<file path="src/rtl/trig_gate_pkg.sv">
package trig_gate_pkg;

   typedef enum logic {
      GATE_IDLE = 1'b0,
      GATE_OPEN = 1'b1
   } gate_state_e;

   function automatic int unsigned bound_width(input int unsigned req,
                                               input int unsigned lo,
                                               input int unsigned hi);
      if (req < lo)      return lo;
      else if (req > hi) return hi;
      else               return req;
   endfunction

endpackage

</file>
<file path="src/rtl/tg_sync_edge.sv">
module tg_sync_edge #(
   parameter int STAGES = 2
) (
   input  logic clk,
   input  logic rst_n,
   input  logic async_in,
   output logic rise
);
   initial begin
      if (STAGES < 2) $error("tg_sync_edge: STAGES must be at least 2");
   end

   logic [STAGES-1:0] chain;
   logic              last_q;

   always_ff @(posedge clk) begin
      if (!rst_n) chain[0] <= 1'b0;
      else        chain[0] <= async_in;
   end

   generate
      for (genvar i = 1; i < STAGES; i++) begin : g_stage
         always_ff @(posedge clk) begin
            if (!rst_n) chain[i] <= 1'b0;
            else        chain[i] <= chain[i-1];
         end
      end
   endgenerate

   always_ff @(posedge clk) begin
      if (!rst_n) last_q <= 1'b0;
      else        last_q <= chain[STAGES-1];
   end

   assign rise = chain[STAGES-1] & ~last_q;

   // a detected edge can never last two cycles
   p_rise_single_r1: assert property (@(posedge clk) disable iff (!rst_n)
      rise |=> !rise);
endmodule

</file>
<file path="src/rtl/tg_width_clamp.sv">
module tg_width_clamp
   import trig_gate_pkg::*;
#(
   parameter int REQ_W   = 13,
   parameter int CNT_W   = 13,
   parameter int MIN_LEN = 2048,
   parameter int MAX_LEN = 4096
) (
   input  logic [REQ_W-1:0] req,
   output logic [CNT_W-1:0] len
);
   initial begin
      if (MIN_LEN < 1)       $error("tg_width_clamp: MIN_LEN must be positive");
      if (MIN_LEN > MAX_LEN) $error("tg_width_clamp: MIN_LEN above MAX_LEN");
   end

   generate
      if (MIN_LEN == MAX_LEN) begin : g_fixed
         assign len = CNT_W'(MAX_LEN);
      end else begin : g_range
         always_comb begin
            len = CNT_W'(bound_width(int'(unsigned'(req)),
                                     int'(MIN_LEN), int'(MAX_LEN)));
         end
      end
   endgenerate
endmodule

</file>
<file path="src/rtl/tg_gate_counter.sv">
module tg_gate_counter
   import trig_gate_pkg::*;
#(
   parameter int CNT_W   = 13,
   parameter int MIN_LEN = 2048,
   parameter int MAX_LEN = 4096
) (
   input  logic             clk,
   input  logic             rst_n,
   input  logic             start,
   input  logic [CNT_W-1:0] len,
   output logic             gate
);
   initial begin
      if (MAX_LEN >= (1 << CNT_W)) $error("tg_gate_counter: CNT_W too narrow");
   end

   gate_state_e      state_q;
   logic [CNT_W-1:0] remain_q;

   always_ff @(posedge clk) begin
      if (!rst_n) begin
         state_q  <= GATE_IDLE;
         remain_q <= '0;
      end else begin
         case (state_q)
            GATE_IDLE: begin
               if (start) begin
                  state_q  <= GATE_OPEN;
                  remain_q <= len - CNT_W'(1);
               end
            end
            GATE_OPEN: begin
               if (remain_q == '0) state_q  <= GATE_IDLE;
               else                remain_q <= remain_q - CNT_W'(1);
            end
            default: state_q <= GATE_IDLE;
         endcase
      end
   end

   assign gate = (state_q == GATE_OPEN);

   // an edge seen while idle opens the gate next cycle
   p_open_on_edge_r1: assert property (@(posedge clk) disable iff (!rst_n)
      (start && !gate) |=> gate);
   // remaining count never exceeds the widest gate
   p_count_bound_r2: assert property (@(posedge clk) disable iff (!rst_n)
      gate |-> (int'(remain_q) <= MAX_LEN - 1));
   // an open gate counts down one step per cycle whatever the trigger does
   p_no_restart_r8: assert property (@(posedge clk) disable iff (!rst_n)
      (gate && remain_q != '0) |=> (gate && remain_q == $past(remain_q) - CNT_W'(1)));
   // a freshly opened gate holds a count inside the legal range
   p_len_range_r3: assert property (@(posedge clk) disable iff (!rst_n)
      (start && !gate) |-> (int'(len) >= MIN_LEN && int'(len) <= MAX_LEN));
endmodule

</file>
<file path="src/rtl/trig_gate_gen.sv">
module trig_gate_gen
   import trig_gate_pkg::*;
#(
   parameter int WIDTH_W     = 13,
   parameter int MIN_LEN     = 2048,
   parameter int MAX_LEN     = 4096,
   parameter int SYNC_STAGES = 2
) (
   input  logic               clk,
   input  logic               rst_n,
   input  logic               trig_in,
   input  logic [WIDTH_W-1:0] width_cfg,
   input  logic               status_rd,
   output logic               gate_amp,
   output logic               gate_diag,
   output logic               irq_pulse,
   output logic               trig_seen
);
   localparam int CNT_W = $clog2(MAX_LEN + 1);

   initial begin
      if (WIDTH_W < 1) $error("trig_gate_gen: WIDTH_W must be positive");
   end

   logic             edge_det;
   logic [CNT_W-1:0] gate_len;
   logic             gate_int;
   logic             irq_q;
   logic             seen_q;

   tg_sync_edge #(.STAGES(SYNC_STAGES)) i_sync (
      .clk      (clk),
      .rst_n    (rst_n),
      .async_in (trig_in),
      .rise     (edge_det)
   );

   tg_width_clamp #(
      .REQ_W   (WIDTH_W),
      .CNT_W   (CNT_W),
      .MIN_LEN (MIN_LEN),
      .MAX_LEN (MAX_LEN)
   ) i_clamp (
      .req (width_cfg),
      .len (gate_len)
   );

   tg_gate_counter #(
      .CNT_W   (CNT_W),
      .MIN_LEN (MIN_LEN),
      .MAX_LEN (MAX_LEN)
   ) i_count (
      .clk   (clk),
      .rst_n (rst_n),
      .start (edge_det),
      .len   (gate_len),
      .gate  (gate_int)
   );

   always_ff @(posedge clk) begin
      if (!rst_n) begin
         irq_q  <= 1'b0;
         seen_q <= 1'b0;
      end else begin
         irq_q <= edge_det;
         if (edge_det)       seen_q <= 1'b1;
         else if (status_rd) seen_q <= 1'b0;
      end
   end

   assign gate_amp  = gate_int;
   assign gate_diag = gate_int;
   assign irq_pulse = irq_q;
   assign trig_seen = seen_q;

   // interrupt is one cycle wide
   p_irq_single_r6: assert property (@(posedge clk) disable iff (!rst_n)
      irq_pulse |=> !irq_pulse);
   // an interrupt always comes with the status flag set
   p_seen_with_irq_r7: assert property (@(posedge clk) disable iff (!rst_n)
      irq_pulse |-> trig_seen);
   // the flag only drops after a host read
   p_seen_clear_r7: assert property (@(posedge clk) disable iff (!rst_n)
      $fell(trig_seen) |-> $past(status_rd));
   // a gate never opens without an interrupt in the same cycle
   p_open_irq_r6: assert property (@(posedge clk) disable iff (!rst_n)
      $rose(gate_amp) |-> irq_pulse);
endmodule

</file>
<file path="config.mk">
export PLATFORM = sky130hd
export DESIGN_NAME = trig_gate_gen
export DESIGN_NICKNAME = d
export VERILOG_FILES = /design/src/rtl/trig_gate_pkg.sv /design/src/rtl/tg_sync_edge.sv /design/src/rtl/tg_width_clamp.sv /design/src/rtl/tg_gate_counter.sv /design/src/rtl/trig_gate_gen.sv
export SDC_FILE = /design/constraint.sdc
export NUM_CORES = 1
export LEC_CHECK = 0
export BUFFER_PORTS_ARGS = -buffer_cell sky130_fd_sc_hd__buf_2
export CAP_MARGIN = 20
export CORE_MARGIN = 4
export CORE_UTILIZATION = 40
export CTS_BUF_LIST = sky130_fd_sc_hd__clkbuf_8
export DETAILED_ROUTE_END_ITERATION = 8
export HOLD_SLACK_MARGIN = 0.1
export PLACE_DENSITY_LB_ADDON = 0.25
export SYNTH_ARGS = -nofsm -noshare
export SYNTH_HDL_FRONTEND = slang
export SYNTH_HIERARCHICAL = 1
export SYNTH_SLANG_ARGS = --single-unit
</file>
<file path="constraint.sdc">
create_clock -name clk -period 3.17 [get_ports clk]
set_input_delay 0.4755 -clock clk [delete_from_list [all_inputs] [get_ports clk]]
set_output_delay 0.4755 -clock clk [all_outputs]
set_load 0.05 [all_outputs]
</file>
-- Yosys cells after proc, flatten, opt, wreduce, memory -nomap -nowiden
Index checks and enable logic that the tools add are counted.
- bits in registers: 19
- input bits: 17
- output and inout bits: 4
- word-level logic and storage cells: 29
- add/subtract/negate cells: 2
- magnitude comparators: 2
- equality and inequality tests: 2
- multiplexer cells: 10
- bitwise gates (word level): 3
- reductions and logical operators: 3
- operator list (operator ; number):
    two-way mux 13 bit ; 4
    case mux 13 bit (2 select lines) ; 1
    subtractor 13 x 1 -> 13 bit, second input constant ; 2
    greater-than comparator 13 bit, second input constant ; 1
    logical NOT 13 bit ; 1
    less-than comparator 13 x 12 -> 1 bit, second input constant ; 1
    two-way mux 1 bit ; 4
    != test 2 bit, second input constant ; 2
    NOT 1 bit ; 2
    case mux 1 bit (2 select lines) ; 1
    AND reduction 2 bit ; 1
    nonzero test 2 bit ; 1
    AND 1 bit ; 1

-- Longest topological paths before layout
Gate-level depths: netlist of run 1.
- word-level depth: 6
- mapped depth: 10
- depth with buffers taken out: 7

-- Cells and area by module
Netlist of run 1, hierarchy kept.
- by module, submodules not included (module ; instances ; cells an instance ; area an instance (µm²) ; sequential area each (µm²)):
    tg_gate_counter ; 1 ; 146 ; 1102.3 ; 280.3
    tg_width_clamp ; 1 ; 15 ; 122.6 ; 0.0
    tg_sync_edge ; 1 ; 7 ; 92.6 ; 60.1
    trig_gate_gen ; 1 ; 6 ; 75.1 ; 40.0

-- Least setup slack after synthesis of run 1
OpenSTA, ideal clock, no wires.
- path type: register to register
- start: reg i_count.state_q (netlist: i_count/gate)
- end: reg i_count.remain_q[10]
- setup time: 0.132 ns
- data arrival time: 2.827 ns
- data required time: 3.038 ns
- slack: 0.211 ns
- cell stages (with the launch flop): 11
- path buffers: 4
- period minus slack after synthesis: 2.959 ns
- cell sequence: dfxtp_1 > buf_2 > buf_2 > buf_2 > buf_2 > mux2i_1 > ha_1 > o2111ai_1 > nor4_1 > mux2i_1 > a21oi_1
- word-level cells in the longest chain between the ends: 3
- elaborated cells on any way between the ends: 5
- those cells by class: eq/ne: 2; mux: 1; bitwise: 1; reduce/logical: 1
- RTL lines (what ; line ; text):
    start: declaration ; tg_gate_counter.sv:18 ; gate_state_e state_q;
    start signal: assignment ; tg_gate_counter.sv:23 ; state_q <= GATE_IDLE;
    start signal: assignment ; tg_gate_counter.sv:29 ; state_q <= GATE_OPEN;
    start signal: assignment ; tg_gate_counter.sv:34 ; if (remain_q == '0) state_q <= GATE_IDLE;
    NOT 1 bit ; tg_gate_counter.sv:26 ; case (state_q)
    != test 2 bit (no line) ; n/a ;
    AND reduction 2 bit (no line) ; n/a ;
    end signal: assignment ; tg_gate_counter.sv:30 ; remain_q <= len - CNT_W'(1);
    end signal: assignment ; tg_gate_counter.sv:35 ; else remain_q <= remain_q - CNT_W'(1);
    end: declaration ; tg_gate_counter.sv:19 ; logic [CNT_W-1:0] remain_q;
Several ways; a longest one is shown, not always the timed one.
A chain may end at the register's enable or synchronous reset.

-- Worst setup path after layout of run 1
- start: in width_cfg[12]
- end: reg i_count.remain_q[10]
- word-level cells in the longest chain between the ends: 6
- elaborated cells on any way between the ends: 7
- those cells by class: add/sub: 1; order compare: 2; mux: 4
- RTL lines (what ; line ; text):
    start: declaration ; trig_gate_gen.sv:12 ; input logic [WIDTH_W-1:0] width_cfg,
    greater-than comparator 13 bit ; trig_gate_pkg.sv:12 ; else if (req > hi) return hi;
    two-way mux 13 bit ; trig_gate_pkg.sv:12 ;
    two-way mux 13 bit * ; trig_gate_pkg.sv:11 ; if (req < lo) return lo;
    via gate_len[0] ; trig_gate_gen.sv:26 ; logic [CNT_W-1:0] gate_len;
    subtractor 13 x 1 -> 13 bit * ; tg_gate_counter.sv:30 ;
    two-way mux 13 bit * ; tg_gate_counter.sv:28 ; if (start) begin
    case mux 13 bit (2 select lines) * ; tg_gate_counter.sv:26 ;
Mark *: on every way through the listed nets, which the timed path passes. The rest lies on a longest branch. The select of a mux whose other input is x is not followed.

==> impl.org, run 1 <==
** Layout
- Relative to the synthesized area, the layout overhead comes to 10.6%.
- Inserted Diodes :: 0
- For this run, the post-layout net count is between 200 and 250.
- Multi-input logic area :: 907 sq um
- After filler insertion, the fill cell instance count of the layout stands at around 350.
- Measured on the finished design, the core utilization comes to 0.462.
- Summing all non-filler instances in the final layout gives an area of about 0.0015 sq mm.
- Of the cells placed in the final design, the portion with a size suffix greater than 1 is 0.212.
- Seq. cell area :: 380 sq um
- Cell Count, Final, Fillers Out :: around 240

** Synth
- Primary flip-flop cell chosen by synthesis mapping :: sky130_fd_sc_hd__dfxtp_1
- The number of different library cells used by synthesis comes to 48.
- Post-synth net total :: approximately 190
- Sequential share of the synthesized area :: 0.273
- The Yosys step of the flow raised 6 warnings.
- Number of synthesized register bits :: 19
- After synthesis, the share of flip-flops with an asynchronous set or reset is 0.
- The average instance in the mapped netlist occupies ~8.0 sq um.
- In the synthesized netlist, the number of instances is between 150 and 200.
- The cell area that synthesis handed to floorplanning was 0.00139 sq mm.
- The synthesized design contains 0 enable-type register cells.

** Clocking
- At the later pin of the worst-skew pair, clock insertion delay measures about 0.26 ns.
- Clk root buf :: sky130_fd_sc_hd__clkbuf_8
- PostCTS Resize Cnt :: 0
- Buffers inserted to repair hold after CTS numbered 0.
- # Post-CTS Setup Buffers :: 0
- Clock-pin slew was measured on the worst setup and hold paths at around 0.080 ns.
- CTS Buffer Depth :: 2
- CTS saw 19 sinks.
- TritonCTS built the clock tree.
- Counting the buffers created by CTS gives 3.
- Number of H-tree branching levels :: 1

** Place
- Including well taps, the total number of placed cells is 230.
- Once placement finished, the instance area stood at 0.00149 sq mm.
- Once detailed placement completed, the half-perimeter wirelength came to 2470 um.
- At the end of routability-driven placement, the weighted congestion stood at between 0.8 and 0.9.
- In this run the tool buffered the top-level ports with 20 buffer cells.

** Pwr
- Static Leakage :: approximately 0.00061 uW
- VDD sags by at most ~0.24 mV.
- Power per standard cell area :: 424 mW/mm^2

** Routing
- Remaining routing DRC violations :: 0
- Starting DRC count in detailed routing :: 100
- Routed wire length :: around 3400 um
- In the routed layout, each cell is associated on average with a via count of 5.61.
- Avg WL per Cell :: around 15 um
- Antenna-violating nets left :: 0
- Routed via count :: ~1300
- Number of iterations in the first detailed-routing pass :: 4

** Hold path
- In this run the worst hold path is classified as in2reg.
- Worst Hold End :: i_sync/chain[0]
- The worst hold path passes through 2 cells.
- The startpoint identified for the worst hold timing path is trig_in.

** Global route
- First-pass GRT wire length :: about 5900 um
- For this run, global-route usage on met3 was measured as 0.0405.
- For met1 alone, demand over resource in global routing was 0.211.
- met2 is the most crowded layer.
- GRT Overall Usage :: 0.171
- Via count of the first global-routing pass :: 1308
- Initial antenna violation count :: 0
- In the global route stage, met2 resource usage came out at 0.293.
- Remaining global-route overflow :: 0
- Maximum number of pins on one net before global-route repair :: 21

** Floorplanning
- Effective utilization at floorplan :: 0.417
- Height of the chip :: between 60 and 70 um
- 21 I/O pins were placed.
- Die ar. :: between 0.004 and 0.005 sq mm
- Chip width :: approximately 67 um
- Core area :: roughly 0.0033 sq mm
- Total number of placement rows :: 21

** Timing
- The final count of hold timing violations is 0.
- The worst pin sits at a relative slew slack of 0.638.
- The worst path needs 2.34 ns of the cycle, external delays included.
- Setup repair after global routing left no endpoint under its margin.
- Period Utilization, post-route :: 0.738
- Setup violations remaining at the end of the flow were counted as 0.
- Based on the critical path, the design can be clocked at up to 0.428 GHz.
- Between clock sinks in the finished design, the worst skew comes to 0.00207 ns.
- For the final routed database, the setup TNS stands at 0 ns.
- WHS :: approximately 0.43 ns
- At the pin with the least slew margin, the transition time is roughly 0.54 ns.
- Max-slew violation total from the final report :: 0

** Worst setup path
- Crit Path Max Fanout :: 15
- Counting cells, the worst reg-to-reg path comes to 6.
- Required arrival time at the worst endpoint :: ~3.3 ns
- Worst reg2reg startpoint :: i_count/gate
- Kind of critical path :: in2reg
- Crit path arrival time :: approximately 2.5 ns
- Worst R2R End :: i_count/remain_q[10]
- Type of element launching the critical path :: primary input
- Worst setup EP type :: register
- Setup slack on the worst reg-to-reg path comes out at roughly 0.84 ns.

** Status
- The run finished with clean final reports.

** Job
- The tool flagged a number of max-cap violations equal to 0.
[report_power, final]
group          leakage, uW  total, uW  switching (uW)  internal (uW)
Sequential        0.000156        286            26.0            260
Clock            0.0000255        178            90.0           87.7
Combinational     0.000430        190             108           82.4
[state kept, by name, summed over array words and instances, names as in the netlist]
name              cells
i_count/remain_q     13
i_sync/last_q         1
irq_pulse             1
i_count/gate          1
trig_seen             1
i_sync/chain          2
[metrics by stage]
stage,power [uW],setup WS (ns)
6_report,654,0.832
5_1_grt,694,0.577
4_1_cts,655,0.844
3_5_place_dp,477,0.573
3_3_place_gp,472,0.713
2_1_floorplan,435,0.211
[critical path, cell delays in order]
cell	delay, ns
sky130_fd_sc_hd__buf_2	0.20
sky130_fd_sc_hd__and3b_2	0.24
sky130_fd_sc_hd__mux2i_1	0.18
sky130_fd_sc_hd__ha_1	0.29
sky130_fd_sc_hd__o2111ai_1	0.31
sky130_fd_sc_hd__nor4_1	0.47
sky130_fd_sc_hd__mux2i_1	0.24
sky130_fd_sc_hd__a21oi_1	0.08
[how the worst max path moves through the flow]
stage | end | slack [ns] | depth (start not counted) | from
finish | i_count/remain_q[10] | 0.83 | 8 | width_cfg[12]
CTS | i_count/remain_q[5] | 0.84 | 6 | i_count/gate
detailed placement | i_count/remain_q[10] | 0.57 | 8 | width_cfg[12]
global route | i_count/remain_q[12] | 0.58 | 6 | i_count/gate
floorplan | i_count/remain_q[10] | 0.21 | 10 | i_count/gate
global placement | i_count/remain_q[12] | 0.71 | 8 | width_cfg[12]
[cell type report]
class | instances | area share
Clock buffer | 3 | 0.0268
Tap cell | 46 | 0.0374
Clock inverter | 1 | 0.00325
Timing Repair Buffer | 23 | 0.0796
Multi-Input combinational cell | 136 | 0.589
Sequential cell | 19 | 0.247
Inverter | 7 | 0.0171
[routing by layer]
| metal | up-vias | wire [um] |
|---|---|---|
| met4 | 0 | 16 |
| met1 | 616 | 1610 |
| li1 | 671 | - |
| met3 | 2 | 170 |
| met2 | 29 | 1630 |
| met5 | - | 0 |
[logic make-up (layout without fill, tap and decap cells)]
group | after synthesis | after routing | synth area share
buffers and inverters | 19 | 34 | 0.0755
multiplexers | 7 | 7 | 0.0521
adder cells (fa/ha/maj) | 1 | 1 | 0.00898
AND/OR/NAND/NOR | 88 | 88 | 0.382
AO/OA/AOI/OAI | 40 | 40 | 0.208
flip-flops | 19 | 19 | 0.273
[Yosys cell counts (2+ instances only)]
master,number,area [sq um]
sky130_fd_sc_hd__o211ai_1,5,37.5
sky130_fd_sc_hd__o2111ai_1,3,26.3
sky130_fd_sc_hd__clkbuf_1,2,7.51
sky130_fd_sc_hd__buf_6,3,33.8
sky130_fd_sc_hd__a21oi_1,9,45.0
sky130_fd_sc_hd__a31oi_1,6,37.5
sky130_fd_sc_hd__nand3_1,8,40.0
sky130_fd_sc_hd__and3b_1,9,78.8
sky130_fd_sc_hd__a2bb2oi_1,3,26.3
sky130_fd_sc_hd__a211oi_1,2,15.0
sky130_fd_sc_hd__o31ai_1,2,15.0
sky130_fd_sc_hd__o21ai_0,3,15.0
sky130_fd_sc_hd__buf_2,5,25.0
sky130_fd_sc_hd__nand2b_1,2,12.5
sky130_fd_sc_hd__nor2_1,13,48.8
sky130_fd_sc_hd__nor3_1,9,45.0
sky130_fd_sc_hd__nand2_1,14,52.6
sky130_fd_sc_hd__nor2b_1,4,25.0
sky130_fd_sc_hd__mux2i_1,5,50.1
sky130_fd_sc_hd__inv_1,7,26.3
sky130_fd_sc_hd__and3b_2,2,20.0
sky130_fd_sc_hd__nor4_1,4,25.0
sky130_fd_sc_hd__mux2_2,2,22.5
sky130_fd_sc_hd__nor3b_1,5,37.5
sky130_fd_sc_hd__dfxtp_1,19,380
sky130_fd_sc_hd__and2_1,4,25.0
sky130_fd_sc_hd__nor2b_4,2,27.5
sky130_fd_sc_hd__or3_1,2,12.5
[cells in the final DEF (no fill, tap or decap), types with 2 or more instances in the layout]
cell and instances:
sky130_fd_sc_hd__a211oi_1 2, sky130_fd_sc_hd__a21oi_1 9, sky130_fd_sc_hd__a2bb2oi_1 3, sky130_fd_sc_hd__a31oi_1 6
sky130_fd_sc_hd__and2_1 4, sky130_fd_sc_hd__and3b_1 9, sky130_fd_sc_hd__and3b_2 2, sky130_fd_sc_hd__buf_2 20
sky130_fd_sc_hd__buf_4 3, sky130_fd_sc_hd__clkbuf_8 3, sky130_fd_sc_hd__dfxtp_1 19, sky130_fd_sc_hd__inv_1 7
sky130_fd_sc_hd__mux2_2 2, sky130_fd_sc_hd__mux2i_1 5, sky130_fd_sc_hd__nand2_1 14, sky130_fd_sc_hd__nand2b_1 2
sky130_fd_sc_hd__nand3_1 8, sky130_fd_sc_hd__nor2_1 13, sky130_fd_sc_hd__nor2b_1 4, sky130_fd_sc_hd__nor2b_4 2
sky130_fd_sc_hd__nor3_1 9, sky130_fd_sc_hd__nor3b_1 5, sky130_fd_sc_hd__nor4_1 4, sky130_fd_sc_hd__o2111ai_1 3
sky130_fd_sc_hd__o211ai_1 5, sky130_fd_sc_hd__o21ai_0 3, sky130_fd_sc_hd__o31ai_1 2, sky130_fd_sc_hd__or3_1 2
Power figures use the tool's default switching activity.
==> run 2: changes to the inputs <==
==> constraint.sdc (replaced) <==
create_clock -name clk -period 2.35 [get_ports clk]
set_input_delay 0.3525 -clock clk [delete_from_list [all_inputs] [get_ports clk]]
set_output_delay 0.3525 -clock clk [all_outputs]
set_load 0.05 [all_outputs]
==> impl.org, run 2 (same netlist as run 1, synthesis figures left out) <==
** Status
- The flow ran to the end, and the final reports show no timing, DRC or antenna violations.

** Layout
- Max reg flops :: 13 (unchanged)
- Layout fillers :: 348 (-1.7%)
- The fraction of final layout cells sized beyond drive strength 1 was 0.242 (+0.0305).
- Net count reported at finish :: 209 (+0.48%)
- Inserted Diodes :: 0 (unchanged)
- Area added between synthesis and finish :: 13.7%
- Leading cell types in the layout, fill and taps excluded :: sky130_fd_sc_hd__buf_2, sky130_fd_sc_hd__dfxtp_1, sky130_fd_sc_hd__nand2_1
- The cell area after layout is 0.00158 sq mm (+2.8%).
- Most common cell after layout, fill and taps aside :: sky130_fd_sc_hd__buf_2
- The largest registers in the layout are i_count/remain_q (13), i_sync/chain (2).
- Reg with most FFs :: i_count/remain_q
- The utilization after layout is 0.474 (+0.0127).

** Worst setup path
- Cell chain of the critical path :: buf_4 > nor3_1 > a21oi_1 > nor3b_2 > or3_1 > a31oi_1
- Broken down by cell family, the worst path's largest delay share belongs to compound AO/OA/AOI/OAI gates.
- Slowest-stage cell, CP :: sky130_fd_sc_hd__dfxtp_4
- STA classifies the critical path endpoint as a register.
- Crit Path Max Fanout :: 33 (+18)
- Type of element launching the critical path :: register
- The worst setup path is of the reg2reg kind.
- The required arrival time at the worst endpoint is 2.53 ns (-0.78 ns).
- The delay of the slowest cell on the worst path came to 0.55 ns (+0.08 ns).
- Crit path arrival time :: 2.32 ns (-0.15 ns)
- Buf+Inv Stages, Crit Path :: 1 (unchanged)

** Job
- Number of max-capacitance violations reported :: 0 (unchanged)

** Clocking
- CTS Buffer Depth :: 2 (unchanged)
- PostCTS Resize Cnt :: 0 (unchanged)
- Number of H-tree branching levels :: 1 (unchanged)
- # Post-CTS Setup Buffers :: 0 (unchanged)
- TritonCTS clock tree :: done
- The clock sink total came to 19 (unchanged).
- The number of buffers created by CTS was 3 (unchanged).
- Clk root buf :: sky130_fd_sc_hd__clkbuf_8
- The post-CTS clock slew at the launch and capture registers of the worst setup and hold paths is 0.08 ns (about the same).
- The hold buffer count at CTS was 0 (unchanged).
- Clk Latency, worst-skew pair :: 0.26 ns (about the same)

** Routing
- The via total after detailed routing is 1372 (+4.1%).
- The number of antenna-violating nets in the routed design was 0 (unchanged).
- The post-route DRC violation count came to 0 (unchanged).
- The count of TritonRoute iterations in the first routing pass came to 4 (unchanged).
- Routed wire length :: 3440 um (+0.53%)
- Starting DRC count in detailed routing :: 129 (+29%)
- The routed via count divided by cell count was 5.81 (+3.7%).
- Avg WL per Cell :: 14.6 um (about the same)

** Timing
- RSZ-0062 raised after global routing :: no
- Post-route setup slack :: 0.215 ns (-0.616 ns)
- Max-slew violation total from the final report :: 0 (unchanged)
- Setup TNS :: 0 ns (unchanged)
- Period Utilization, post-route :: 0.908
- The final count of hold timing violations is 0 (unchanged).
- WHS :: 0.297 ns (-0.131 ns)
- Shortest clock period the worst path allows after layout :: about 2.1 ns
- The worst max-slew margin expressed relative to the limit is 0.563 (-0.0747).
- Final setup vio count :: 0 (unchanged)
- For this run, the top clock speed supported by timing is 0.468 GHz.
- The setup skew after layout came to 0.00319 ns (+0.00112 ns).
- The slew at the pin closest to its max-slew limit was 0.655 ns (+0.114 ns).

** Global route
- Initial antenna violation count :: 0 (unchanged)
- The remaining global-route overflow was 0 (unchanged).
- The pin count of the biggest net entering global routing came to 34 (+62%).
- The wire length of the first global-routing pass was 5860 um (+0.12%).
- The via count of the first global-routing pass is 1254 (-4.1%).
- The overall track demand over capacity in global routing is 0.172 (+0.000529).

** Place
- Count of buffers from port buffering :: 20 (unchanged)
- The sum of net half-perimeters after detailed placement was 2580 um (+4.2%).
- Worst slack, placed :: 0.148 ns (-0.425 ns)
- Placed cell areas :: 0.00153 sq mm (+2.9%)
- GP Congestion :: 0.830 (+1.9%)

** Pwr
- The areal power density over the cells was 563 mW/mm^2 (+33%).
- The static leakage power was 0.000622 uW (+1.7%).
- Worst supply voltage drop on vdd :: 0.302 mV (+24%)

** Hold path
- The tightest min-delay check is of the in2reg type.

** Floorplanning
- Chip width :: 67.0 um (unchanged)
- Height of the chip :: 67.0 um (unchanged)
- Boundary pin count :: 21 (unchanged)
- The initial core utilization is 0.417 (unchanged).
- Die ar. :: 0.00449 sq mm (unchanged)
- Total number of placement rows :: 21 (unchanged)
- Core area :: 0.00334 sq mm (unchanged)
[run 2: layer usage]
layer	track usage	vias up	routed length, um
met5	0	-	0
li1	-	672	-
met2	0.267	57	1620
met4	0.0684	0	32
met1	0.227	638	1520
met3	0.0388	5	272
[run 2: cell type report]
| class | instances | area, sq um | area share |
|---|---|---|---|
| sequential | 19 | 384 | 0.243 |
| clock inverter | 1 | 5.00 | 0.00316 |
| multi-input combinational | 136 | 938 | 0.593 |
| timing repair buffer | 24 | 130 | 0.0822 |
| tap | 46 | 57.6 | 0.0364 |
| clock buffer | 3 | 41.3 | 0.0261 |
| inverter | 7 | 26.3 | 0.0166 |
[run 2: metrics by stage]
stage | instances | total power (uW)
6_report | 236 | 892
5_1_grt | 236 | 949
4_1_cts | 235 | 897
3_5_place_dp | 231 | 659
3_3_place_gp | 231 | 652
2_1_floorplan | 174 | 600
[run 2: where the power goes]
| part | switching, uW | total [uW] | internal [uW] | leakage (uW) |
|---|---|---|---|---|
| Clock | 117 | 236 | 118 | 0.0000255 |
| Sequential | 41.3 | 391 | 350 | 0.000156 |
| Combinational | 146 | 265 | 119 | 0.000440 |
| Total | 305 | 892 | 587 | 0.000622 |
[run 2: worst paths after layout]
check / from / slack (ns) / endpoint / depth (start not counted)
worst max-delay path: i_count/gate / 0.22 / i_count/remain_q[8] / 6
worst min-delay path: trig_in / 0.30 / i_sync/chain[0] / 2
worst min register to register: i_sync/chain[0] / 0.43 / i_sync/chain[1] / 1
worst max register to register: i_count/gate / 0.22 / i_count/remain_q[8] / 6
==> run 3: changes to the inputs <==
--- a/config.mk
+++ b/config.mk
@@ -12,7 +12,6 @@
 export CTS_BUF_LIST = sky130_fd_sc_hd__clkbuf_8
 export DETAILED_ROUTE_END_ITERATION = 8
 export HOLD_SLACK_MARGIN = 0.1
-export PLACE_DENSITY_LB_ADDON = 0.25
 export SYNTH_ARGS = -nofsm -noshare
 export SYNTH_HDL_FRONTEND = slang
 export SYNTH_HIERARCHICAL = 1
==> impl.org, run 3 (same netlist as run 1, synthesis figures left out) <==
** Status
- Result of the run :: completed

** Clocking
- The clock network latency to the later pin of the worst-skew pair was 0.26 ns (about the same).
- PostCTS Resize Cnt :: 0 (unchanged)
- Clk sinks :: 19 (unchanged)
- CTS Buffer Depth :: 2 (unchanged)
- The root buffer cell chosen for the clock tree is sky130_fd_sc_hd__clkbuf_8.
- # Post-CTS Setup Buffers :: 0 (unchanged)
- TritonCTS clock tree :: done
- The post-CTS clock slew at the launch and capture registers of the worst setup and hold paths is 0.08 ns (about the same).
- The H-tree depth is 1 (unchanged).
- The hold buffer count at CTS was 0 (unchanged).
- The number of buffers created by CTS is 3 (unchanged).

** Worst setup path
- In this run the critical register-to-register path is captured at i_count/remain_q[11].
- Register-to-Register Setup Slack :: 0.37 ns (+0.15 ns)
- The critical path starts at i_count/gate.
- The required arrival time at the worst endpoint was 2.54 ns (about the same).
- The startpoint identified for the worst register-to-register timing path is i_count/gate.
- Crit Path Max Fanout :: 22 (-33%)
- Crit path arrival time :: 2.17 ns (-0.15 ns)
- The worst setup path is captured at a register.
- Kind of critical path :: reg2reg
- Worst Reg-to-Reg Cells :: 5 (-1)
- Type of element launching the critical path :: register

** Pwr
- Clock Power Share :: 0.267 (+0.003)
- The fraction of power consumed by combinational cells was 0.301 (+0.004).
- Power per standard cell area :: 562 mW/mm^2 (-0.21%)
- The net switching power figure was 312 uW (+2.4%).
- Internal power :: 590 uW (+0.59%)
- Proportion of total power due to net switching :: 0.346 (+0.00405)
- The share of total power in sequential cells came to 0.431 (-0.008).
- The worst voltage drop across the vdd grid was 0.322 mV (+6.5%).
- Static Leakage :: 0.000638 uW (+2.6%)

** Floorplanning
- The area of the core region came to 0.00334 sq mm (unchanged).
- The overall die width came to 67.0 um (unchanged).
- The number of top-level pins is 21 (unchanged).
- The row count came to 21 (unchanged).
- The die footprint is 0.00449 sq mm (unchanged).
- The vertical die dimension is 67.0 um (unchanged).
- Effective utilization at floorplan :: 0.417 (unchanged)

** Routing
- The count of TritonRoute iterations in the first routing pass was 4 (unchanged).
- The mean routed wirelength per cell was 14.7 um (+0.84%).
- Antenna-violating nets left :: 0 (unchanged)
- Vias/cell :: 5.55 (-4.5%)
- Routed via count :: 1327 (-3.3%)
- Routed wire length :: 3520 um (+2.1%)
- The post-route DRC violation count is 0 (unchanged).
- Starting DRC count in detailed routing :: 102 (-21%)

** Global route
- Via count of the first global-routing pass :: 1263 (+0.72%)
- GRT Overall Usage :: 0.177 (+0.00512)
- First-pass GRT wire length :: 6070 um (+3.7%)
- The pin count of the biggest net entering global routing was 23 (-32%).
- The initial antenna violation count came to 0 (unchanged).
- The remaining global-route overflow was 0 (unchanged).

** Timing
- Final worst clock skew :: 0.00485 ns (+0.00166 ns)
- The worst hold slack after final layout came to 0.292 ns (-0.00475 ns).
- The final setup violation count is 0 (unchanged).
- Shortest clock period the worst path allows after layout :: 1.98 ns (-0.151 ns)
- The final count of hold timing violations was 0 (unchanged).
- Post-route setup slack :: 0.367 ns (+0.151 ns)
- Highest Clock Rate :: 0.504 GHz (+7.6%)
- RSZ-0062 raised after global routing :: no
- The final critical-path share of the clock period is 0.844 (-0.0645).
- Max-slew violation total from the final report :: 0 (unchanged)
- The sum of negative setup slack was 0 ns (unchanged).
- Slew at the pin with the worst max-slew slack :: 0.568 ns (-0.0873 ns)
- The worst max-slew margin expressed relative to the limit came to 0.622 (+0.0582).

** Layout
- Leaving out fill and tap cells, the most frequent cell in the layout is sky130_fd_sc_hd__buf_2.
- Area of all placed cells without fillers :: 0.00161 sq mm (+1.4%)
- Leading cell types in the layout, fill and taps excluded :: sky130_fd_sc_hd__buf_2, sky130_fd_sc_hd__dfxtp_1, sky130_fd_sc_hd__nand2_1
- From synthesis to final layout, the design area changed by 15.3%.
- The final net count was 212 (+1.4%).
- Reg with most FFs :: i_count/remain_q
- The antenna diode count was 0 (unchanged).
- Max reg flops :: 13 (unchanged)
- Share of post-route cells with drive strength above 1 :: 0.254 (+0.0118)
- Biggest regs :: i_count/remain_q (13), i_sync/chain (2)

** Place
- The sum of net half-perimeters after detailed placement is 2540 um (-1.4%).
- GP Congestion :: 0.837 (+0.83%)
- The pre-CTS setup slack was 0.179 ns (+0.0312 ns).
- Count of buffers from port buffering :: 20 (unchanged)
- The cell area after placement is 0.00155 sq mm (+1.5%).

** Hold path
- Worst Hold End :: i_sync/chain[0]
- Path category of the worst min-delay check :: in2reg
- The count of cells along the worst hold path came to 2 (unchanged).
- Hold path start :: trig_in

** Job
- Number of max-capacitance violations reported :: 0 (unchanged)
run 3: changes by cell type in the layout (fill, tap and decap cells not counted):
cell,previous run,this run
sky130_fd_sc_hd__buf_4,4,7
run 3: area by class of cell:
type / count / area [sq um]
clock buffer: 3 / 41.3
clock inverter: 1 / 5.00
fill: 343 / 1730
inverter: 7 / 26.3
multi-input combinational: 136 / 938
sequential: 19 / 384
tap: 46 / 57.6
timing repair buffer: 27 / 153
run 3: metal layers:
metal	GRT usage	up-vias	wire, um
li1	-	683	-
met1	0.244	609	1730
met2	0.276	33	1590
met3	0.0405	2	175
met4	0.0405	0	16
met5	0	-	0
run 3: worst max-delay path by stage:
stage	to	slack, ns	cells past startpoint
final	i_count/remain_q[11]	0.37	5
after global routing	i_count/remain_q[12]	0.14	6
after CTS	i_count/remain_q[5]	0.20	5
after detailed placement	i_count/remain_q[11]	0.18	7
after global placement	i_count/remain_q[11]	0.20	7
after floorplan	i_count/remain_q[12]	0.01	10
run 3: stage by stage:
step	total power, uW	cells	utilization
after floorplan	600	174	-
after global placement	658	234	0.465
after detailed placement	664	234	0.465
after CTS	904	238	0.479
after global routing	961	239	0.481
final	903	239	0.481
run 3: worst max-delay path, cell delays in order, from the launching register on:
cell and delay, ns:
sky130_fd_sc_hd__dfxtp_4 0.49, sky130_fd_sc_hd__or4b_2 0.67, sky130_fd_sc_hd__a2bb2o_4 0.28, sky130_fd_sc_hd__nor3_1 0.22, sky130_fd_sc_hd__nand3_1 0.12, sky130_fd_sc_hd__o211ai_1 0.10
run 3: power groups by stage:
| stage | Sequential, uW | Combinational, uW | Clock [uW] |
|---|---|---|---|
| 2_1_floorplan | 389 | 212 | 0 |
| 3_3_place_gp | 394 | 263 | 0 |
| 3_5_place_dp | 396 | 268 | 0 |
| 4_1_cts | 388 | 269 | 247 |
| 5_1_grt | 395 | 304 | 262 |
| 6_report | 389 | 272 | 241 |
